`src/rtl/trap_pkg.sv`:
```
package trap_pkg;
    localparam int XLEN      = 64;
    localparam int MASK_W    = 5;
    localparam int KIND_W    = 4;
    localparam logic [KIND_W-1:0] KIND_NONE = 4'h0;
    localparam logic [KIND_W-1:0] KIND_TRAP = 4'h3;

    // Field order matches mask bit order (bit4 .. bit0)
    typedef struct packed {
        logic slt;
        logic sgt;
        logic eq;
        logic ult;
        logic ugt;
    } rel_flags_t;

    typedef struct packed {
        logic              req;
        logic [KIND_W-1:0] kind;
    } trap_state_t;
endpackage

```
`src/rtl/trap_rel_cmp.sv`:
```
module trap_rel_cmp
    import trap_pkg::*;
#(
    parameter int W = 64
) (
    input  logic [W-1:0] a,
    input  logic [W-1:0] b,
    output rel_flags_t   flags
);
    always_comb begin
        flags.slt = $signed(a) < $signed(b);
        flags.sgt = $signed(a) > $signed(b);
        flags.eq  = a == b;
        flags.ult = a < b;
        flags.ugt = a > b;
    end

    always_comb begin

        rel_excl_chk: assert ($countones({flags.slt, flags.sgt, flags.eq}) <= 1);

        uns_excl_chk: assert (!(flags.ult && flags.ugt));
    end
endmodule

```
`src/rtl/trap_hit_reduce.sv`:
```
module trap_hit_reduce #(
    parameter int N = 5
) (
    input  logic [N-1:0] mask,
    input  logic [N-1:0] flags,
    output logic         hit
);
    logic [N-1:0] sel;

    for (genvar i = 0; i < N; i++) begin : g_sel
        assign sel[i] = mask[i] & flags[i];
    end

    assign hit = |sel;
endmodule

```
`src/rtl/trap_cond_unit.sv`:
```
module trap_cond_unit
    import trap_pkg::*;
#(
    parameter int OP_W = XLEN
) (
    input  logic              clk,
    input  logic              rst_n,
    input  logic              in_valid,
    input  logic [OP_W-1:0]   op_a,
    input  logic [OP_W-1:0]   op_b,
    input  logic [MASK_W-1:0] cond_mask,
    input  logic              dword_mode,
    output logic              trap_req,
    output logic [KIND_W-1:0] trap_kind
);
    localparam int HALF_W = OP_W / 2;
    localparam int NUM_W  = 2;

    rel_flags_t flags_w [NUM_W];
    rel_flags_t flags_sel;
    logic       hit;

    for (genvar g = 0; g < NUM_W; g++) begin : g_cmp
        localparam int CW = (g == 0) ? HALF_W : OP_W;
        trap_rel_cmp #(.W(CW)) u_cmp (
            .a     (op_a[CW-1:0]),
            .b     (op_b[CW-1:0]),
            .flags (flags_w[g])
        );
    end

    assign flags_sel = dword_mode ? flags_w[1] : flags_w[0];

    trap_hit_reduce #(.N(MASK_W)) u_reduce (
        .mask  (cond_mask),
        .flags (flags_sel),
        .hit   (hit)
    );

    trap_state_t state_d, state_q;

    always_comb begin
        state_d      = '0;
        state_d.req  = in_valid && hit;
        state_d.kind = (in_valid && hit) ? KIND_TRAP : KIND_NONE;
    end

    always_ff @(posedge clk or negedge rst_n) begin
        if (!rst_n) state_q <= '0;
        else        state_q <= state_d;
    end

    assign trap_req  = state_q.req;
    assign trap_kind = state_q.kind;


    zero_mask_chk: assert property (@(posedge clk) disable iff (!rst_n)
        (in_valid && cond_mask == '0) |=> !trap_req);

    no_strobe_chk: assert property (@(posedge clk) disable iff (!rst_n)
        !in_valid |=> !trap_req);

    kind_tag_chk: assert property (@(posedge clk) disable iff (!rst_n)
        trap_req |-> trap_kind == KIND_TRAP);

    kind_idle_chk: assert property (@(posedge clk) disable iff (!rst_n)
        !trap_req |-> trap_kind == KIND_NONE);

    word_eq_chk: assert property (@(posedge clk) disable iff (!rst_n)
        (in_valid && !dword_mode && cond_mask[2] &&
         op_a[HALF_W-1:0] == op_b[HALF_W-1:0]) |=> trap_req);
endmodule

```
`config.mk`:
```
export PLATFORM = sky130hd
export DESIGN_NAME = trap_cond_unit
export DESIGN_NICKNAME = d
export VERILOG_FILES = /design/src/rtl/trap_pkg.sv /design/src/rtl/trap_rel_cmp.sv /design/src/rtl/trap_hit_reduce.sv /design/src/rtl/trap_cond_unit.sv
export SDC_FILE = /design/constraint.sdc
export NUM_CORES = 1
export LEC_CHECK = 0
export CAP_MARGIN = 20
export CORE_MARGIN = 4
export CORE_UTILIZATION = 41
export CTS_CLUSTER_DIAMETER = 120
export DETAILED_ROUTE_END_ITERATION = 6
export DONT_BUFFER_PORTS = 1
export GPL_TIMING_DRIVEN = 1
export SLEW_MARGIN = 20
export SYNTH_ARGS = -nofsm -noshare
export SYNTH_HDL_FRONTEND = slang
export SYNTH_SLANG_ARGS = --single-unit
```
`constraint.sdc`:
```
create_clock -name clk -period 1.3 [get_ports clk]
set_clock_uncertainty 0.1 [all_clocks]
set_input_delay 0.325 -clock clk [delete_from_list [all_inputs] [get_ports clk]]
set_output_delay 0.325 -clock clk [all_outputs]
set_load 0.01 [all_outputs]
```
==> results by group, run 1 <==
Critical path
  • Critical setup path kind: in2reg
  • Kind of end point of the critical path: flop
  • Required time worst endpoint: 1.11 ns
  • Critical-path maximum fanout: 3
  • WP data arrival: 2.21 ns
  • Kind of start point of the critical path: input pin

Layout
  • Flip-flop count of the largest register after layout: 1
  • Layout area overhead: 23.4%
  • Sequential Area: 25.0 sq um
  • Number of fillers in the final layout: 432
  • Number of diodes added for antenna fixing: 0
  • Nets: 492
  • Multi-input combinational cell area: 1740 sq um
  • Area of all placed cells without fillers: 2310 sq um
  • Fraction of final layout cells sized beyond drive strength 1: 0.218

Synth
  • Compound-Gate Fraction of Synth Area: 0.190
  • Yosys cell types: 35
  • Synthesized-area fraction occupied by xor and xnor cells: 0
  • Cell area after technology mapping: 1870 sq um
  • Ys async rst share: 1.00
  • Post-synthesis sequential element count: 1
  • Largest family of logic cells by synthesized area: adder cells
  • Fraction of the mapped netlist area in adder cells: 0.427
  • Leading register cell type out of synthesis: sky130_fd_sc_hd__dfrtp_1
  • Average instance area after synthesis: 7.15 sq um
  • Portion of netlist area occupied by mux cells: 0.0113
  • Sequential fraction of the synthesis area: 0.0134
  • Yosys warns: 0
  • Post-synthesis instance total: 262
  • Simple-gate share of the synthesized area: 0.206
  • Count of flip-flops with a built-in enable after synthesis: 0

GRT
  • Number of global-route vias before repair: 1709
  • Antenna violations before repair: 0
  • Global-route wire length before repair: 6620 um
  • Pin count of the biggest net entering global routing: 7
  • Global routing usage summed across all routing layers: 0.140
  • Overflow left after global routing: 0

Run
  • Number of maximum-capacitance violations: 0

Drt
  • Initial detailed-routing violation count: 18
  • Remaining number of nets flagged by the antenna check after routing: 0
  • Routed via count divided by cell count: 5.33
  • Detailed-router iteration count before antenna repair: 4
  • Total via count in the routed design: 1819
  • DRC violations left: 0
  • Total Wirelength: 4410 um
  • Average wire length per cell after detail routing: 12.9 um

Worst hold path
  • HP Class: in2reg

STA
  • Final cycle utilization of the critical path: 1.85
  • Highest Clock Rate: 0.416 GHz
  • Final hold viol count: 0
  • Setup repair after global routing missed its margin: yes
  • Fin crit period: 2.40 ns
  • Fin. max-slew vios: 0
  • Number of setup violations in the final report: 1
  • Minimum setup slack in the final design: -1.10 ns

Power and ir drop
  • Leakage power figure: 1.24 nW
  • Power density relative to cell area: 308 nW/um^2
  • VDD IR max: 0.152 mV
  • Total power: 0.712 mW

Floorplan
  • Die outline height: 75.6 um
  • Placement row count: 24
  • Core Area: 4380 sq um
  • Total die area: 5720 sq um
  • Horiz. Die Dim: 75.6 um
  • Starting utilization of the core area: 0.428
  • Top-level I/O count: 142

Placement
  • Instance area after placement: 2270 sq um
  • # port buffers: 0
  • Sum of net half-perimeters after detailed placement: 4310 um
  • Final estimated routing congestion in global placement: 0.747

Clock tree
  • CTS clock-pin slew for the worst setup and hold paths: 0 ns
  • Number of setup buffers added after CTS: 0

Run status
  • Run status: complete, but fails checks
  • Violated checks: negative setup slack
==> layer usage <==
layer	vias up	global-route usage	share of wire
met5	-	0	0
met4	0	0	0
met3	0	0.0132	0.079
met2	76	0.276	0.51
met1	761	0.173	0.41
li1	982	-	-
==> where the power goes <==
group          total [mW]  switching [mW]  internal [mW]  leakage, nW
clock                   0               0              0            0
combinational       0.661           0.312          0.348         1.23
sequential         0.0514          0.0144         0.0370       0.0120
==> area by class of cell <==
class                   count  share of cell area
inverters                  67               0.112
multi-input cells         191               0.751
repair buffers             30              0.0985
well taps                  52              0.0281
flip-flops and latches      1              0.0108
==> placed cells by master, fill, tap and decap left out, types with 2 or more instances in the layout <==
cell type	n
sky130_fd_sc_hd__inv_1	58
sky130_fd_sc_hd__ha_1	53
sky130_fd_sc_hd__buf_4	29
sky130_fd_sc_hd__a21oi_1	23
sky130_fd_sc_hd__nand2_1	19
sky130_fd_sc_hd__nand4_1	17
sky130_fd_sc_hd__nand3_1	11
sky130_fd_sc_hd__ha_4	11
sky130_fd_sc_hd__o21ai_1	7
sky130_fd_sc_hd__inv_2	6
sky130_fd_sc_hd__o21ai_0	5
sky130_fd_sc_hd__nor2_1	5
sky130_fd_sc_hd__a21oi_2	5
sky130_fd_sc_hd__a221oi_1	4
sky130_fd_sc_hd__nor3_1	4
sky130_fd_sc_hd__inv_4	3
sky130_fd_sc_hd__and4_1	2
sky130_fd_sc_hd__nor2b_1	2
sky130_fd_sc_hd__o221ai_2	2
sky130_fd_sc_hd__and3_1	2
sky130_fd_sc_hd__conb_1	2
==> cell families (layout without fill, tap and decap cells) <==
kind of cell / Yosys count / after routing
flops: 1 / 1
buf+inv: 71 / 97
fa+ha+maj: 64 / 64
other cells: 1 / 2
compound gates: 55 / 55
mux: 2 / 2
simple gates: 68 / 68
==> stage by stage <==
step / hold slack [ns] / util / worst slack [ns] / TNS (ns) / instances
detailed placement: -0.0705 / 0.518 / -1.18 / -1.18 / 340
global placement: -0.0705 / 0.518 / -1.13 / -1.13 / 340
floorplan: -0.0706 / - / -1.06 / -1.06 / 263
global route: 0.458 / 0.527 / -1.24 / -1.24 / 341
CTS: 0.436 / 0.522 / -1.11 / -1.11 / 341
finish: 0.429 / 0.527 / -1.10 / -1.10 / 341
==> Yosys cell counts (4+ instances only) <==
cell type                  count  share of area
sky130_fd_sc_hd__buf_4         4          0.016
sky130_fd_sc_hd__o21ai_0       6          0.016
sky130_fd_sc_hd__nor2_1        5          0.010
sky130_fd_sc_hd__nand3_1      11          0.029
sky130_fd_sc_hd__nand4_1      17          0.057
sky130_fd_sc_hd__a221oi_1      5          0.023
sky130_fd_sc_hd__nor3_1        4          0.011
sky130_fd_sc_hd__ha_1         64           0.43
sky130_fd_sc_hd__o21ai_1       6          0.016
sky130_fd_sc_hd__inv_1        67           0.13
sky130_fd_sc_hd__nand2_1      19          0.038
sky130_fd_sc_hd__a21oi_1      27          0.072
==> final timing paths <==
check                          from                     end  slack [ns]  depth (start not counted)
setup / recovery           op_b[14]  trap_kind[0]$_DFF_PN0_       -1.10                         10
hold / removal             in_valid  trap_kind[0]$_DFF_PN0_        0.43                          2
max in group asynchronous     rst_n  trap_kind[0]$_DFF_PN0_        0.55                          1
min in group asynchronous     rst_n  trap_kind[0]$_DFF_PN0_        0.45                          1
==> timing repair <==
action | 4_1_cts | 5_1_grt
hold buffers | 1 | 0
hold endpoints to repair | 1 | 0
resized for setup | 4 | 4
setup endpoints to repair | 1 | 1
pin swaps | 2 | 1
==> critical path: stages <==
cell	delay [ns]
sky130_fd_sc_hd__inv_2	0.04
sky130_fd_sc_hd__ha_4	0.19
sky130_fd_sc_hd__nand4_1	0.13
sky130_fd_sc_hd__nor2_1	0.06
sky130_fd_sc_hd__a221o_1	0.32
sky130_fd_sc_hd__or3_4	0.35
sky130_fd_sc_hd__a21oi_4	0.17
sky130_fd_sc_hd__mux2_4	0.33
sky130_fd_sc_hd__a211o_1	0.24
sky130_fd_sc_hd__o221ai_2	0.06
Power figures use the tool's default switching activity.
==> run 2: changes to the inputs <==
- GPL_TIMING_DRIVEN: 1 -> 0
- TNS_END_PERCENT: default -> 30
==> run 2 against run 1 <==
Effect of this change: the run still ends with negative setup slack left; final area down 4.9%; first-iteration DRC count rose by 83%; die area is the same; power fell by 6.4%; global-route usage decreased by 0.089 points; core utilization shrank 2.6 points; wire length decreased by 0.50%; sequential power is 11% lower; highest routed layer unchanged.
==> results by group, run 2 (synthesis results as in run 1) <==
Run status
  • Run status: complete, but fails checks
  • Violated checks: negative setup slack

Drt
  • Total via count in the routed design: 1773 (-2.5%)
  • Average wire length per cell after detail routing: 13.6 um (+5.4%)
  • DRC violations left: 0 (unchanged)
  • Routed via count divided by cell count: 5.51 (+3.2%)
  • Initial detailed-routing violation count: 33 (+15)
  • Detailed-router iteration count before antenna repair: 4 (unchanged)
  • Remaining number of nets flagged by the antenna check after routing: 0 (unchanged)
  • Total Wirelength: 4390 um (-0.50%)

Critical path
  • Crit path max-delay cell type: sky130_fd_sc_hd__or3_4
  • Cells traversed along the worst timing path: inv_2 -> ha_4 -> a21oi_2 -> nand2_1 -> a221o_1 -> or3_4 -> a21oi_4 -> mux2_4 -> a211o_1 -> o221ai_2
  • Slowest stage delay, CP: 0.35 ns (about the same)
  • Kind of start point of the critical path: input pin
  • Source of the critical timing path: op_b[14]
  • Required time worst endpoint: 1.10 ns (about the same)
  • WP data arrival: 2.22 ns (about the same)
  • Critical-path maximum fanout: 3 (unchanged)
  • Kind of end point of the critical path: flop
  • Critical setup path kind: in2reg

GRT
  • Overflow left after global routing: 0 (unchanged)
  • Number of global-route vias before repair: 1636 (-4.3%)
  • Antenna violations before repair: 0 (unchanged)
  • Pin count of the biggest net entering global routing: 7 (unchanged)
  • Global-route wire length before repair: 6560 um (-0.95%)
  • Global routing usage summed across all routing layers: 0.139 (-0.000886)

Layout
  • Number of fillers in the final layout: 445 (+3.0%)
  • Area of all placed cells without fillers: 2200 sq um (-4.9%)
  • Sequential Area: 25.0 sq um (unchanged)
  • Flip-flop count of the largest register after layout: 1 (unchanged)
  • Most frequent cells in the layout: sky130_fd_sc_hd__inv_1, sky130_fd_sc_hd__ha_1, sky130_fd_sc_hd__a21oi_1
  • Non-filler cells, final: 322 (-5.6%)
  • Layout area overhead: 17.3%
  • Multi-input combinational cell area: 1760 sq um (+1.7%)
  • Number of diodes added for antenna fixing: 0 (unchanged)
  • Fraction of final layout cells sized beyond drive strength 1: 0.178 (-0.0402)
  • Most common cell after layout, fill and taps aside: sky130_fd_sc_hd__inv_1
  • Nets: 473 (-3.9%)

Placement
  • # port buffers: 0 (unchanged)
  • Inst Count DP: 315 (-7.4%)
  • Final estimated routing congestion in global placement: 0.731 (-2.2%)
  • Sum of net half-perimeters after detailed placement: 4250 um (-1.4%)
  • Instance area after placement: 2080 sq um (-8.3%)

Floorplan
  • Die outline height: 75.6 um (unchanged)
  • Horiz. Die Dim: 75.6 um (unchanged)
  • Starting utilization of the core area: 0.428 (unchanged)
  • Total die area: 5720 sq um (unchanged)
  • Placement row count: 24 (unchanged)
  • Top-level I/O count: 142 (unchanged)
  • Core Area: 4380 sq um (unchanged)

Power and ir drop
  • VDD IR max: 0.119 mV (-22%)
  • Leakage power figure: 1.17 nW (-5.8%)
  • Power density relative to cell area: 303 nW/um^2 (-1.5%)

STA
  • Final cycle utilization of the critical path: 1.86 (+0.0149)
  • Final hold viol count: 0 (unchanged)
  • Fin crit period: 2.42 ns (+0.0194 ns)
  • Number of setup violations in the final report: 1 (unchanged)
  • Minimum setup slack in the final design: -1.12 ns (-0.0194 ns)
  • Setup repair after global routing missed its margin: yes
  • Highest Clock Rate: 0.413 GHz (-0.80%)
  • Fin. max-slew vios: 0 (unchanged)

Worst hold path
  • HP Class: in2async

Clock tree
  • CTS clock-pin slew for the worst setup and hold paths: 0 ns (unchanged)

Run
  • Number of maximum-capacitance violations: 0 (unchanged)
-- run 2: per-layer routing --
metal  track usage  up-vias  part of all wire
li1              -      941                 -
met1         0.169      755              0.41
met2         0.271       77              0.51
met3        0.0224        0             0.083
met4             0        0                 0
met5             0        -                 0
-- run 2: what timing repair did --
| action | in CTS | in global routing |
|---|---|---|
| endpoints found under the setup margin | 1 | 1 |
| pin swaps | 5 | 6 |
| gates resized for setup | 5 | 8 |
| hold endpoints to repair | 1 | 0 |
| hold buffers | 1 | 0 |
| setup buffers | 3 | 3 |
-- run 2: through the flow --
| step | power (mW) | hold slack [ns] | worst slack (ns) | setup TNS, ns | utilization |
|---|---|---|---|---|---|
| 3_3_place_gp | 0.625 | -0.0706 | -1.22 | -1.22 | 0.475 |
| 6_report | 0.667 | 0.448 | -1.12 | -1.12 | 0.501 |
| 3_5_place_dp | 0.635 | -0.0706 | -1.22 | -1.22 | 0.475 |
| 5_1_grt | 0.783 | 0.456 | -1.24 | -1.24 | 0.501 |
| 4_1_cts | 0.659 | 0.443 | -1.13 | -1.13 | 0.485 |
| 2_1_floorplan | 0.530 | -0.0706 | -1.06 | -1.06 | - |
-- run 2: area by class of cell --
type | instances | area share
Sequential cell | 1 | 0.0114
Timing Repair Buffer | 7 | 0.0250
Tap cell | 52 | 0.0296
Multi-Input combinational cell | 191 | 0.803
Buffer | 4 | 0.0137
Inverter | 67 | 0.118
-- run 2: critical path: cells and delay by family --
kind,cells,cell delay [ns]
adder cells (fa/ha/maj),1,0.20
AO/OA/AOI/OAI,5,0.92
buffers and inverters,1,0.04
multiplexers,1,0.33
AND/OR/NAND/NOR,2,0.41
-- run 2: path summary, 6_finish.rpt --
kind,to,slack (ns),depth (start not counted)
min in group clk,trap_kind[0]$_DFF_PN0_,0.45,2
max in group asynchronous,trap_kind[0]$_DFF_PN0_,0.54,1
worst min-delay path,trap_kind[0]$_DFF_PN0_,0.45,1
worst max-delay path,trap_kind[0]$_DFF_PN0_,-1.12,10
-- run 2: power breakdown --
part           switching (mW)  internal, mW
clock                       0             0
sequential            0.00838        0.0371
combinational           0.313         0.309
